$ cat src/rtl/cfg_bank_pkg.sv
// Shared operation codes, special register numbers and reset values for the
// configuration register bank. Assumes 5-bit register numbers.
package cfg_bank_pkg;

    typedef enum logic [2:0] {
        OP_WRITE   = 3'b001,
        OP_SET     = 3'b010,
        OP_READ    = 3'b100,
        OP_CLEAR   = 3'b101,
        OP_DEFAULT = 3'b110
    } cfg_op_e;

    localparam logic [4:0] A_HOLE    = 5'd8;
    localparam logic [4:0] A_CAPTURE = 5'd15;
    localparam logic [4:0] A_OUTCFG  = 5'd16;
    localparam logic [4:0] A_SEND    = 5'd19;
    localparam logic [4:0] A_REJECT  = 5'd20;
    localparam logic [4:0] A_BCAST   = 5'd21;
    localparam logic [4:0] A_PROGRST = 5'd24;
    localparam logic [4:0] A_CORERST = 5'd28;

    // Safe value of each 8-bit setting, by register number
    function automatic logic [7:0] dac_default(input int a);
        case (a)
            1:       return 8'd100;
            2:       return 8'd74;
            3:       return 8'd29;
            4:       return 8'd13;
            5:       return 8'd202;
            6:       return 8'd172;
            7, 9, 10, 11, 12, 13, 14: return 8'd8;
            default: return 8'd0;
        endcase
    endfunction

endpackage

$ cat src/rtl/cfg_byte_reg.sv
// One setting register. Set loads set_val_i (all ones, or the counter for the
// capture register), clear loads zero, default loads RST, and a write shifts
// serial data in from the top so the first bit ends at bit 0.
// Assumes at most one of set/clr/def is high per cycle; they beat shift.
module cfg_byte_reg #(
    parameter int          W   = 8,
    parameter logic [W-1:0] RST = '0
) (
    input  logic         clk,
    input  logic         rst_n,
    input  logic         set_i,
    input  logic         clr_i,
    input  logic         def_i,
    input  logic [W-1:0] set_val_i,
    input  logic         shift_i,
    input  logic         shift_bit_i,
    output logic [W-1:0] q_o
);

    // Register update by priority: reset, command, serial load
    always_ff @(posedge clk) begin
        if (!rst_n)       q_o <= RST;
        else if (def_i)   q_o <= RST;
        else if (clr_i)   q_o <= '0;
        else if (set_i)   q_o <= set_val_i;
        else if (shift_i) q_o <= {shift_bit_i, q_o[W-1:1]};
    end

endmodule

$ cat src/rtl/cfg_read_shadow.sv
// Read shadow: captures a value on load and presents it most significant bit
// first, moving one bit per cycle with shift. Assumes load wins over shift.
module cfg_read_shadow #(
    parameter int W = 8
) (
    input  logic         clk,
    input  logic         rst_n,
    input  logic         load_i,
    input  logic [W-1:0] load_val_i,
    input  logic         shift_i,
    output logic         bit_o
);

    logic [W-1:0] shadow_q;

    // Capture on read, then move toward the output bit
    always_ff @(posedge clk) begin
        if (!rst_n)       shadow_q <= '0;
        else if (load_i)  shadow_q <= load_val_i;
        else if (shift_i) shadow_q <= {shadow_q[W-2:0], 1'b0};
    end

    assign bit_o = shadow_q[W-1];

endmodule

$ cat src/rtl/cfg_bank.sv
// Configuration register bank. Applies one decoded command per cycle to the
// addressed register or to all 8-bit registers (broadcast), tracks an ongoing
// serial write, handles the command-only addresses (programming reset, core
// reset), and serializes reads. Assumes the decoder gives one command per cycle
// and that a new command cancels any write still taking data.
module cfg_bank
    import cfg_bank_pkg::*;
#(
    parameter int DW   = 8,
    parameter int NREG = 15,
    parameter int CW   = 2,
    parameter int AW   = 5
) (
    input  logic                      clk,
    input  logic                      rst_n,
    input  logic                      cmd_valid,
    input  logic [2:0]                cmd_op,
    input  logic [AW-1:0]             cmd_addr,
    input  logic                      data_valid,
    input  logic                      data_bit,
    input  logic [DW-1:0]             bco_count,
    input  logic                      rd_shift,
    output logic [NREG-1:0][DW-1:0]   dac_regs,
    output logic [CW-1:0]             out_cfg,
    output logic                      send_en,
    output logic                      reject_hits,
    output logic                      sync_err,
    output logic                      bco_clear,
    output logic                      rd_bit
);

    localparam int CNTW = $clog2(DW + 1);

    logic is_write, is_set, is_clr, is_def, is_read;
    logic hit_bc, prog_rst, writable, shift_go;
    logic wr_active;
    logic [AW-1:0]   wr_addr;
    logic [CNTW-1:0] wr_cnt, wr_len;
    logic [DW-1:0]   rd_val;

    // Command decode
    always_comb begin
        is_write = cmd_valid && (cmd_op == OP_WRITE);
        is_set   = cmd_valid && (cmd_op == OP_SET);
        is_clr   = cmd_valid && (cmd_op == OP_CLEAR);
        is_def   = cmd_valid && (cmd_op == OP_DEFAULT);
        is_read  = cmd_valid && (cmd_op == OP_READ);
        hit_bc   = (cmd_addr == A_BCAST);
        prog_rst = is_set && (cmd_addr == A_PROGRST);
        writable = ((cmd_addr >= AW'(1)) && (cmd_addr <= AW'(NREG)) && (cmd_addr != A_HOLE))
                   || (cmd_addr == A_OUTCFG) || hit_bc;
    end

    // Length of the write in progress and whether a data bit is taken now
    assign wr_len   = (wr_addr == A_OUTCFG) ? CNTW'(CW) : CNTW'(DW);
    assign shift_go = wr_active && data_valid && !cmd_valid;

    // Write tracker: any command restarts or ends it, data bits count it down
    always_ff @(posedge clk) begin
        if (!rst_n) begin
            wr_active <= 1'b0;
            wr_addr   <= '0;
            wr_cnt    <= '0;
        end else if (cmd_valid) begin
            wr_active <= is_write && writable;
            wr_addr   <= cmd_addr;
            wr_cnt    <= '0;
        end else if (shift_go) begin
            wr_cnt <= wr_cnt + 1'b1;
            if (wr_cnt == wr_len - 1'b1) wr_active <= 1'b0;
        end
    end

    // 8-bit settings, one instance per address except the hole
    for (genvar i = 1; i <= NREG; i++) begin : g_reg
        localparam logic [AW-1:0] ADDR = AW'(i);
        if (ADDR == A_HOLE) begin : g_hole
            assign dac_regs[i-1] = '0;
        end else begin : g_store
            logic sel;
            assign sel = (cmd_addr == ADDR) || hit_bc;
            cfg_byte_reg #(
                .W   (DW),
                .RST (DW'(dac_default(i)))
            ) u_reg (
                .clk         (clk),
                .rst_n       (rst_n),
                .set_i       (is_set && sel),
                .clr_i       (is_clr && sel),
                .def_i       ((is_def && sel) || prog_rst),
                .set_val_i   ((ADDR == A_CAPTURE) ? bco_count : {DW{1'b1}}),
                .shift_i     (shift_go && ((wr_addr == ADDR) || (wr_addr == A_BCAST))),
                .shift_bit_i (data_bit),
                .q_o         (dac_regs[i-1])
            );
        end
    end

    // Output configuration: own address only, no broadcast, no programming reset
    always_ff @(posedge clk) begin
        if (!rst_n)                                        out_cfg <= '0;
        else if ((is_clr || is_def) && cmd_addr == A_OUTCFG) out_cfg <= '0;
        else if (is_set && cmd_addr == A_OUTCFG)             out_cfg <= '1;
        else if (shift_go && wr_addr == A_OUTCFG)            out_cfg <= {data_bit, out_cfg[CW-1:1]};
    end

    // Control flags: set and clear only
    always_ff @(posedge clk) begin
        if (!rst_n) begin
            send_en     <= 1'b0;
            reject_hits <= 1'b1;
        end else begin
            if (is_set && cmd_addr == A_SEND)   send_en     <= 1'b1;
            if (is_clr && cmd_addr == A_SEND)   send_en     <= 1'b0;
            if (is_set && cmd_addr == A_REJECT) reject_hits <= 1'b1;
            if (is_clr && cmd_addr == A_REJECT) reject_hits <= 1'b0;
        end
    end

    // Sync status follows each counter capture; core reset request pulse
    always_ff @(posedge clk) begin
        if (!rst_n) begin
            sync_err  <= 1'b0;
            bco_clear <= 1'b0;
        end else begin
            if (is_set && (cmd_addr == A_CAPTURE || hit_bc)) sync_err <= (bco_count != '0);
            bco_clear <= is_set && (cmd_addr == A_CORERST);
        end
    end

    // Read source select, left-aligned so the top bit leaves first
    always_comb begin
        rd_val = '0;
        for (int i = 1; i <= NREG; i++)
            if (cmd_addr == AW'(i)) rd_val = dac_regs[i-1];
        if (cmd_addr == A_OUTCFG) rd_val = {out_cfg, {(DW-CW){1'b0}}};
    end

    cfg_read_shadow #(.W(DW)) u_shadow (
        .clk        (clk),
        .rst_n      (rst_n),
        .load_i     (is_read),
        .load_val_i (rd_val),
        .shift_i    (rd_shift),
        .bit_o      (rd_bit)
    );

endmodule

$ cat config.mk
export PLATFORM = sky130hd
export DESIGN_NAME = cfg_bank
export DESIGN_NICKNAME = d
export VERILOG_FILES = /design/src/rtl/cfg_bank_pkg.sv /design/src/rtl/cfg_byte_reg.sv /design/src/rtl/cfg_read_shadow.sv /design/src/rtl/cfg_bank.sv
export SDC_FILE = /design/constraint.sdc
export NUM_CORES = 1
export LEC_CHECK = 0
export BUFFER_PORTS_ARGS = -buffer_cell sky130_fd_sc_hd__buf_2
export CORE_MARGIN = 3
export CORE_UTILIZATION = 30
export DETAILED_ROUTE_END_ITERATION = 12
export SKIP_LAST_GASP = 1
export SYNTH_ARGS = -nofsm -noshare
export SYNTH_HDL_FRONTEND = slang
export SYNTH_HIERARCHICAL = 1
export SYNTH_SLANG_ARGS = --single-unit
$ cat constraint.sdc
create_clock -name clk -period 4.8 [get_ports clk]
set_clock_uncertainty 0.15 [all_clocks]
set_input_delay 0.48 -clock clk [delete_from_list [all_inputs] [get_ports clk]]
set_output_delay 0.48 -clock clk [all_outputs]
set_load 0.01 [all_outputs]
==> results.sh, run 1 <==
export IMPL_relSlewSlack_pct=24.4
export IMPL_syn_avg_cell_area_sq_um=8.72
export IMPL_clk_latency_ps=440
export IMPL_rsz0062_at_grt="no"
export IMPL_synth_edf_count=0
export IMPL_total_power_mw=2.83
export IMPL_worstPathArrival_ps=3360
export IMPL_clkSlewWorstSetupHoldPaths_ps=70
export IMPL_maxSlewViolCount=0
export IMPL_wl_per_cell_um=19.3
export IMPL_ff2ff_path_depth=7
export IMPL_cts_htree_levels=4
export IMPL_core_area_sq_mm=0.0298
export IMPL_synth_top_area_share_pct=29.9
export IMPL_io_pins=149
export IMPL_setup_viol=0
export IMPL_numCtsBuffers=17
export IMPL_dp_final_hpwl_mm=23.6
export IMPL_netlist_top_cells_area="dfxtp_1 (30%), mux2i_1 (10%), mux2_4 (6.8%)"
export IMPL_hold_violations=0
export IMPL_num_fill_cells=3112
export IMPL_mostFrequentLayoutCell="buf_2"
export IMPL_synth_async_reset_ratio_pct=0
export IMPL_grt_usage_pct=19.1
export IMPL_yosysTopAreaCell="dfxtp_1"
export IMPL_drc=0
export IMPL_tightest_slew_ps=1120
export IMPL_whs_path_depth=3
export IMPL_finalCritPeriodShare_pct=66.0
export IMPL_fmax_ghz=0.315
export IMPL_drive_above_1_share_pct=23.6
export IMPL_grt_max_degree=51
export IMPL_ant_nets=0
export IMPL_multiInputGateArea_sq_mm=0.00625
export IMPL_place_gp_congestion=1.01
export IMPL_die_area_sq_mm=0.0325
export IMPL_setup_tns_ps=0
export IMPL_post_cts_setup_buffer_count=0
export IMPL_die_h_um=180
export IMPL_synth_ff_latch_count=136
export IMPL_critPathMaxFanout=50
export IMPL_fin_crit_ps=3170
export IMPL_rows=63
export IMPL_postSynthCellCount=1045
export IMPL_regArea_sq_mm=0.00272
export IMPL_layout_common_cells="buf_2 (140), dfxtp_1 (136), nor2_1 (122)"
export IMPL_grt_pass1_vias=8289
export IMPL_place_inst=1617
export IMPL_fin_ws_ps=1630
export IMPL_synthToLayoutAreaGrowth_pct=19.9
export IMPL_ys_warn_count=6
export IMPL_yosysSeqAreaShare_pct=29.9
export IMPL_startpoint_type="primary input"
export IMPL_layout_nets=1269
export IMPL_end_kind="flop"
export IMPL_synthesis_area_sq_mm=0.00911
export IMPL_crit_type="in2reg"
export IMPL_finalNonFillerCells=1649
export IMPL_synthDistinctLibCells=67
export IMPL_grt_overflow=0
export IMPL_synthFlopType="dfxtp_1"
export IMPL_cts_resized_gates=0
export IMPL_vias=8573
export IMPL_holdCritPathClass="in2reg"
export IMPL_peakVddDrop_uv=224
export IMPL_cts_root_buf="clkbuf_16"
export IMPL_start_util_pct=30.6
export IMPL_p_leak_nw=4.70
export IMPL_drt_iter0_drc=852
export IMPL_die_w_um=180
export IMPL_clock_sinks=136
export IMPL_run_status="finished, final reports clean"
export IMPL_routed_wl_mm=31.8
export IMPL_grt_antenna_before_repair=0
export IMPL_clk_path_buf_depth=2
export IMPL_portBuffers=140
export IMPL_required_ps=4990
export IMPL_firstDrtPassIters=6
export IMPL_dp_slack_ps=1330
export IMPL_cap_violations=0
export IMPL_cts_tree="built"
export IMPL_p_per_area_mw_per_mm2=259
export IMPL_num_antenna_cells=0
export IMPL_viasPerCell=5.20
export IMPL_grt_first_pass_wirelength_mm=49.2
export IMPL_ctsHoldBuffers=0
synth_stat cells (all sizes together) (4+ instances only):
library cell,n
a211oi,11
a21oi,34
a22oi,12
a31oi,6
and2,6
buf,64
clkbuf,17
dfxtp,136
inv,12
mux2,86
mux2i,93
nand2,61
nand2b,52
nand3,21
nand3b,25
nor2,123
nor2b,44
nor3,19
nor3b,9
nor4,5
o211a,35
o211ai,27
o21ai,64
o22ai,13
or2,10
or3b,5
xnor2,4
xor2,5
area by class of cell:
class,count,share of cell area [%]
inverters,12,0.412
multi-input cells,926,57.2
repair buffers,153,7.30
clock inverters,10,1.29
flip-flops and latches,136,24.9
clock buffers,22,4.43
well taps,390,4.46
per-stage QoR:
stage,hold WS [ps],util [%],area [sq um]
final,207,36.7,10900
after global routing,217,36.7,10900
after CTS,191,36.7,10900
after detailed placement,333,34.6,10300
after global placement,329,34.6,10300
after floorplan,312,-,9530
worst paths after layout:
path / start / to / slack [ps]
setup / recovery: cmd_addr[0] / u_shadow/shadow_q[6] / 1630
hold / removal: bco_count[1] / g_reg[15].g_store.u_reg/q_o[1] / 210
setup reg to reg: wr_active / g_reg[7].g_store.u_reg/q_o[4] / 1940
hold reg to reg: wr_cnt[1] / wr_cnt[1] / 340
layer usage:
| metal | track usage (%) | part of all wire (%) | vias up |
|---|---|---|---|
| met4 | 7.15 | 3.3 | 0 |
| met3 | 4.42 | 6.6 | 71 |
| met5 | 0 | 0 | - |
| met1 | 25.3 | 44 | 4123 |
| li1 | - | - | 4053 |
| met2 | 30.4 | 46 | 326 |
where the power goes:
part	total, mW	switching (mW)	internal, mW	leakage (nW)
sequential	1.15	0.0159	1.14	1.10
clock	1.43	0.553	0.875	0.303
combinational	0.247	0.164	0.0824	3.30
total	2.83	0.733	2.09	4.70
cells by family (layout without fill, tap and decap cells):
family          Yosys count  after routing  synth area share (%)
compound gates          234            234                  17.8
xor+xnor                  9              9                 0.865
fa+ha+maj                 1              1                 0.137
buf+inv                  93            197                  6.26
flops                   136            136                  29.9
mux                     179            179                  22.5
other cells               2            112                0.0824
simple gates            391            391                  22.5
worst max-delay path, stage by stage:
cell and delay [ps]:
buf_2 660, buf_4 310, or3b_2 270, o21ai_0 140, a222oi_1 530, a31oi_1 120, a2111oi_2 390, o21ai_1 150
nand2b_1 160, o211a_1 140
state kept, by name, indices dropped and copies added (netlist names):
name                 count
wr_cnt                   4
reject_hits              1
send_en                  1
out_cfg                  2
sync_err                 1
bco_clear                1
wr_addr                  5
g.g_store.u_reg/q_o    112
u_shadow/shadow_q        8
wr_active                1
Power figures use the tool's default switching activity.
==> inputs of run 2 (changes only) <==
--- a/config.mk
+++ b/config.mk
@@ -5,6 +5,7 @@
 export SDC_FILE = /design/constraint.sdc
 export NUM_CORES = 1
 export LEC_CHECK = 0
+export ABC_AREA = 1
 export BUFFER_PORTS_ARGS = -buffer_cell sky130_fd_sc_hd__buf_2
 export CORE_MARGIN = 3
 export CORE_UTILIZATION = 30
==> constraint.sdc (replaced) <==
create_clock -name clk -period 2.6 [get_ports clk]
set_clock_uncertainty 0.15 [all_clocks]
set_input_delay 0.26 -clock clk [delete_from_list [all_inputs] [get_ports clk]]
set_output_delay 0.26 -clock clk [all_outputs]
set_load 0.01 [all_outputs]
==> results.sh, run 2 <==
export IMPL_run_status="finished, final reports clean"
export IMPL_synthToLayoutAreaGrowth_pct=24.3
export IMPL_fmax_ghz=0.422
export IMPL_cts_tree="built"
export IMPL_crit_type="in2reg"
export IMPL_end_kind="flop"
export IMPL_largest_reg_flops=112
export IMPL_synth_edf_count=0
export IMPL_start_util_pct=30.6
export IMPL_final_area_sq_mm=0.0114
export IMPL_slowest_stage="dlygate4sd3_1"
export IMPL_place_gp_congestion=0.973
export IMPL_fin_crit_ps=2370
export IMPL_finalCritPeriodShare_pct=91.2
export IMPL_portBuffers=140
export IMPL_grt_first_pass_wirelength_mm=49.0
export IMPL_vias=9964
export IMPL_grt_antenna_before_repair=2
export IMPL_ys_warn_count=6
export IMPL_largestRegisters="g.g_store.u_reg/q_o: 112 flops, u_shadow/shadow_q: 8 flops, wr_addr: 5 flops"
export IMPL_holdCritPathClass="in2reg"
export IMPL_relSlewSlack_pct=60.0
export IMPL_layout_common_cells="nand2_1 (652), inv_1 (202), buf_2 (140)"
export IMPL_cts_htree_levels=4
export IMPL_synthFlopType="dfxtp_1"
export IMPL_grt_usage_pct=18.6
export IMPL_drive_above_1_share_pct=16.6
export IMPL_p_leak_nw=6.31
export IMPL_cp_common_cell="nor2_4"
export IMPL_seqPwrFrac_pct=41.4
export IMPL_hold_slack_ps=17.9
export IMPL_critPathLaunch="cmd_addr[1]"
export IMPL_worstPathArrival_ps=2580
export IMPL_drc=0
export IMPL_rsz0062_at_grt="no"
export IMPL_cp_depth=11
export IMPL_firstDrtPassIters=8
export IMPL_setup_viol=0
export IMPL_yosysSeqAreaShare_pct=29.8
export IMPL_cp_cell_sequence="buf_2, nand2_4, nor2_4, inv_2, nor2_4, nor2_1, nor2_2, buf_4, o21ai_0, a31oi_1, dlygate4sd3_1"
export IMPL_critPathMaxFanout=10
export IMPL_setup_tns_ps=0
export IMPL_dp_final_hpwl_mm=23.7
export IMPL_maxSlewViolCount=0
export IMPL_grt_max_degree=21
export IMPL_post_cts_setup_buffer_count=0
export IMPL_cp_num_buf_inv=4
export IMPL_postSynthCellCount=1532
export IMPL_slowest_delay_ps=550
export IMPL_clk_path_buf_depth=2
export IMPL_layout_nets=1824
export IMPL_r2r_start="wr_addr[2]"
export IMPL_synthesis_area_sq_mm=0.00913
export IMPL_tightest_slew_ps=599
export IMPL_synth_common_cells="nand2_1 (652), inv_1 (202), dfxtp_1 (136), nand3_1 (135), a21oi_1 (101)"
export IMPL_rows=63
export IMPL_p_comb_share_pct=7.6
export IMPL_die_h_um=180
export IMPL_clock_sinks=136
export IMPL_core_area_sq_mm=0.0298
export IMPL_routed_wl_mm=30.4
export IMPL_syn_avg_cell_area_sq_um=5.96
export IMPL_place_area_sq_mm=0.0107
export IMPL_numCtsBuffers=17
export IMPL_p_int_mw=3.84
export IMPL_largest_register="g.g_store.u_reg/q_o"
export IMPL_ff2ff_path_depth=12
export IMPL_mostFrequentLayoutCell="nand2_1"
export IMPL_yosysTopAreaCell="dfxtp_1"
export IMPL_wl_per_cell_um=13.8
export IMPL_synth_most_common_cell="nand2_1"
export IMPL_switching_power_mw=1.29
export IMPL_cts_root_buf="clkbuf_16"
export IMPL_pwr_share_clk_pct=51.0
export IMPL_peakVddDrop_uv=416
export IMPL_min_from="bco_count[3]"
export IMPL_required_ps=2810
export IMPL_clk_latency_ps=430
export IMPL_grt_pass1_vias=9070
export IMPL_synth_ff_latch_count=136
export IMPL_die_area_sq_mm=0.0326
export IMPL_netlist_top_cells_area="dfxtp_1 (30%), nand2_1 (27%), inv_1 (8.3%)"
export IMPL_hold_violations=0
export IMPL_critical_path_top_delay_family="buffers and inverters"
export IMPL_viasPerCell=4.52
export IMPL_clkSlewWorstSetupHoldPaths_ps=60
export IMPL_startpoint_type="primary input"
export IMPL_cap_violations=0
export IMPL_synthDistinctLibCells=36
export IMPL_synth_top_area_share_pct=29.8
export IMPL_die_w_um=180
export IMPL_grt_overflow=0
export IMPL_io_pins=149
export IMPL_swShare_pct=25.2
export IMPL_synth_async_reset_ratio_pct=0
export IMPL_p_per_area_mw_per_mm2=452
export IMPL_whs_path_depth=5
export IMPL_ant_nets=0
export IMPL_drt_iter0_drc=712
run 2: changes by cell type after synthesis, moves of 45 or more:
cell | previous run | this run
inv_1 | 12 | 202
nand2b_1 | 52 | 0
mux2_2 | 45 | 0
a21oi_1 | 34 | 101
mux2i_1 | 93 | 0
nand2_1 | 61 | 652
nand3_1 | 21 | 135
run 2: layout make-up:
class / instances / area, sq um
flip-flops and latches: 136 / 2720
fillers: 3320 / 18400
clock inverters: 12 / 175
inverters: 226 / 886
clock buffers: 20 / 447
multi-input cells: 1231 / 5550
well taps: 390 / 488
repair buffers: 189 / 1080
diodes: 1 / 2.50
run 2: kinds of logic (layout without fill, tap and decap cells):
group,after synthesis,in the layout,share of synthesized area [%]
AO/OA/AOI/OAI,135,135,7.73
XOR/XNOR,1,1,0.0959
adder cells (fa/ha/maj),1,1,0.137
buffers and inverters,275,447,13.9
flip-flops,136,136,29.8
other,2,113,0.0822
AND/OR/NAND/NOR,982,982,48.2
run 2: power by group through the flow:
stage	Clock, mW	Sequential (mW)	Combinational, mW
6_report	2.62	2.13	0.390
5_1_grt	2.76	2.13	0.445
4_1_cts	2.66	2.13	0.384
3_5_place_dp	0	2.17	0.379
3_3_place_gp	0	2.17	0.378
2_1_floorplan	0	2.17	0.264
run 2: path summary, 6_finish.rpt:
path / slack, ps / endpoint
max: 230 / sync_err
min: 20 / g_reg[15].g_store.u_reg/q_o[3]
max reg2reg: 420 / g_reg[3].g_store.u_reg/q_o[7]
min reg2reg: 320 / u_shadow/shadow_q[0]
run 2: stage by stage:
stage | utilization [%] | power, mW | std cells | setup slack, ps
2_1_floorplan | - | 2.43 | 1642 | 509
3_3_place_gp | 35.9 | 2.55 | 2168 | 45.1
3_5_place_dp | 35.9 | 2.55 | 2168 | 116
4_1_cts | 38.1 | 5.17 | 2204 | 258
5_1_grt | 38.1 | 5.34 | 2205 | 121
6_report | 38.1 | 5.13 | 2205 | 229
run 2: tightest hold or removal path: stages:
cell and delay, ps:
buf_2 90, nand2_1 50, nand3_1 70, nand2_1 50, inv_1 40
run 2: layer usage:
layer,vias up,global-route usage (%),part of all wire [%],routed length [um]
met3,39,3.51,5.5,1680
met5,-,0,0.043,13
met1,4484,26.1,48,14600
met4,2,4.57,1.8,534
met2,283,29.3,45,13600
li1,5156,-,-,-
run 2: what timing repair did:
item,in CTS,in global routing
endpoints found under the hold margin,2,0
endpoints found under the setup margin,0,1
hold buffers,4,0
resized for setup,0,1
==> inputs of run 3 (changes only) <==
--- a/config.mk
+++ b/config.mk
@@ -8,7 +8,7 @@
 export ABC_AREA = 1
 export BUFFER_PORTS_ARGS = -buffer_cell sky130_fd_sc_hd__buf_2
 export CORE_MARGIN = 3
-export CORE_UTILIZATION = 30
+export CORE_UTILIZATION = 31
 export DETAILED_ROUTE_END_ITERATION = 12
 export SKIP_LAST_GASP = 1
 export SYNTH_ARGS = -nofsm -noshare
==> results.sh, run 3 (synthesis results as in run 2) <==
export IMPL_grt_max_degree=31
export IMPL_ant_nets=0
export IMPL_numCtsBuffers=17
export IMPL_largest_register="g.g_store.u_reg/q_o"
export IMPL_fin_crit_ps=2360
export IMPL_clock_sinks=136
export IMPL_num_fill_cells=3152
export IMPL_fin_ws_ps=241
export IMPL_worstPathArrival_ps=2580
export IMPL_die_area_sq_mm=0.0316
export IMPL_end_kind="flop"
export IMPL_setup_tns_ps=0
export IMPL_dp_slack_ps=117
export IMPL_whs_path_depth=5
export IMPL_ff2ff_path_depth=10
export IMPL_crit_type="in2reg"
export IMPL_layout_common_cells="nand2_1 (652), inv_1 (202), buf_2 (140)"
export IMPL_place_gp_congestion=0.938
export IMPL_drive_above_1_share_pct=16.5
export IMPL_peakVddDrop_uv=394
export IMPL_slowest_delay_ps=550
export IMPL_place_area_sq_mm=0.0107
export IMPL_holdCritPathClass="in2reg"
export IMPL_die_w_um=178
export IMPL_cts_htree_levels=4
export IMPL_rows=62
export IMPL_grt_usage_pct=19.7
export IMPL_p_per_area_mw_per_mm2=454
export IMPL_required_ps=2820
export IMPL_cap_violations=0
export IMPL_die_h_um=178
export IMPL_setup_viol=0
export IMPL_p_leak_nw=6.31
export IMPL_clkSlewWorstSetupHoldPaths_ps=60
export IMPL_maxSlewViolCount=0
export IMPL_grt_overflow=0
export IMPL_startpoint_type="primary input"
export IMPL_fmax_ghz=0.424
export IMPL_layout_nets=1825
export IMPL_relSlewSlack_pct=53.2
export IMPL_synthToLayoutAreaGrowth_pct=24.4
export IMPL_drt_iter0_drc=704
export IMPL_firstDrtPassIters=5
export IMPL_cts_tree="built"
export IMPL_grt_antenna_before_repair=1
export IMPL_vias=10000
export IMPL_final_area_sq_mm=0.0114
export IMPL_hold_violations=0
export IMPL_portBuffers=140
export IMPL_wl_per_cell_um=13.9
export IMPL_largestRegisters="g.g_store.u_reg/q_o: 112 flops, u_shadow/shadow_q: 8 flops, wr_addr: 5 flops"
export IMPL_cts_root_buf="clkbuf_16"
export IMPL_cp_common_cell="nor2_4"
export IMPL_io_pins=149
export IMPL_tightest_slew_ps=702
export IMPL_core_area_sq_mm=0.0289
export IMPL_clk_path_buf_depth=2
export IMPL_viasPerCell=4.56
export IMPL_rsz0062_at_grt="no"
export IMPL_dp_final_hpwl_mm=23.6
export IMPL_grt_first_pass_wirelength_mm=49.1
export IMPL_largest_reg_flops=112
export IMPL_drc=0
export IMPL_final_util_pct=39.4
export IMPL_critPathMaxFanout=10
export IMPL_clk_latency_ps=430
export IMPL_cp_cell_sequence="buf_2, nand2_4, nor2_4, inv_2, nor2_4, nor2_1, nor2_2, buf_4, o21ai_0, a31oi_1, dlygate4sd3_1"
export IMPL_grt_pass1_vias=9182
export IMPL_run_status="finished, final reports clean"
export IMPL_finalCritPeriodShare_pct=90.7
export IMPL_routed_wl_mm=30.6
export IMPL_start_util_pct=31.6
export IMPL_mostFrequentLayoutCell="nand2_1"
export IMPL_slowest_stage="dlygate4sd3_1"
## run 3: what timing repair did
action | CTS | global route
hold buffers | 7 | 0
hold endpoints to repair | 7 | 0
resized for setup | 0 | 0
buffers inserted | 0 | 0
setup endpoints to repair | 0 | 0
## run 3: worst max-delay path, delay by kind of cell
| kind | cells | cell delay [ps] |
|---|---|---|
| buffers and inverters | 4 | 1130 |
| AND/OR/NAND/NOR | 5 | 920 |
| AO/OA/AOI/OAI | 2 | 250 |
## run 3: cell type report
cell class / instances / area [sq um] / area share (%)
Inverter: 226 / 886 / 7.80
Tap cell: 384 / 480 / 4.23
Sequential cell: 136 / 2720 / 24.0
Clock buffer: 19 / 443 / 3.90
Multi-Input combinational cell: 1231 / 5550 / 48.9
Clock inverter: 12 / 176 / 1.55
Timing Repair Buffer: 190 / 1090 / 9.63
Antenna cell: 2 / 5.00 / 0.0441
## run 3: worst paths after layout
check | startpoint | end | slack, ps
worst max-delay path | cmd_addr[1] | sync_err | 240
worst min-delay path | bco_count[7] | g_reg[15].g_store.u_reg/q_o[7] | 20
worst min register to register | u_shadow/shadow_q[0] | u_shadow/shadow_q[0] | 310
worst max register to register | wr_addr[2] | g_reg[4].g_store.u_reg/q_o[0] | 420
## run 3: report_power, final
group	switching [mW]	internal, mW	total (mW)
Clock	1.01	1.62	2.64
Sequential	0.0210	2.10	2.12
Combinational	0.283	0.113	0.395
## run 3: metrics by stage
| stage | instances | power, mW | hold slack (ps) |
|---|---|---|---|
| after global routing | 2199 | 5.34 | 43.0 |
| after CTS | 2198 | 5.19 | 3.32 |
| after global placement | 2160 | 2.55 | 302 |
| after detailed placement | 2160 | 2.55 | 306 |
| after floorplan | 1642 | 2.43 | 208 |
| final | 2200 | 5.16 | 15.1 |
## run 3: per-layer routing
layer | up-vias | global-route usage [%] | wire length, um | part of all wire [%]
li1 | 5165 | - | - | -
met1 | 4458 | 27.8 | 14300 | 47
met2 | 361 | 30.3 | 13200 | 43
met3 | 52 | 3.89 | 2280 | 7.4
met4 | 0 | 6.02 | 788 | 2.6
met5 | - | 0 | 0 | 0
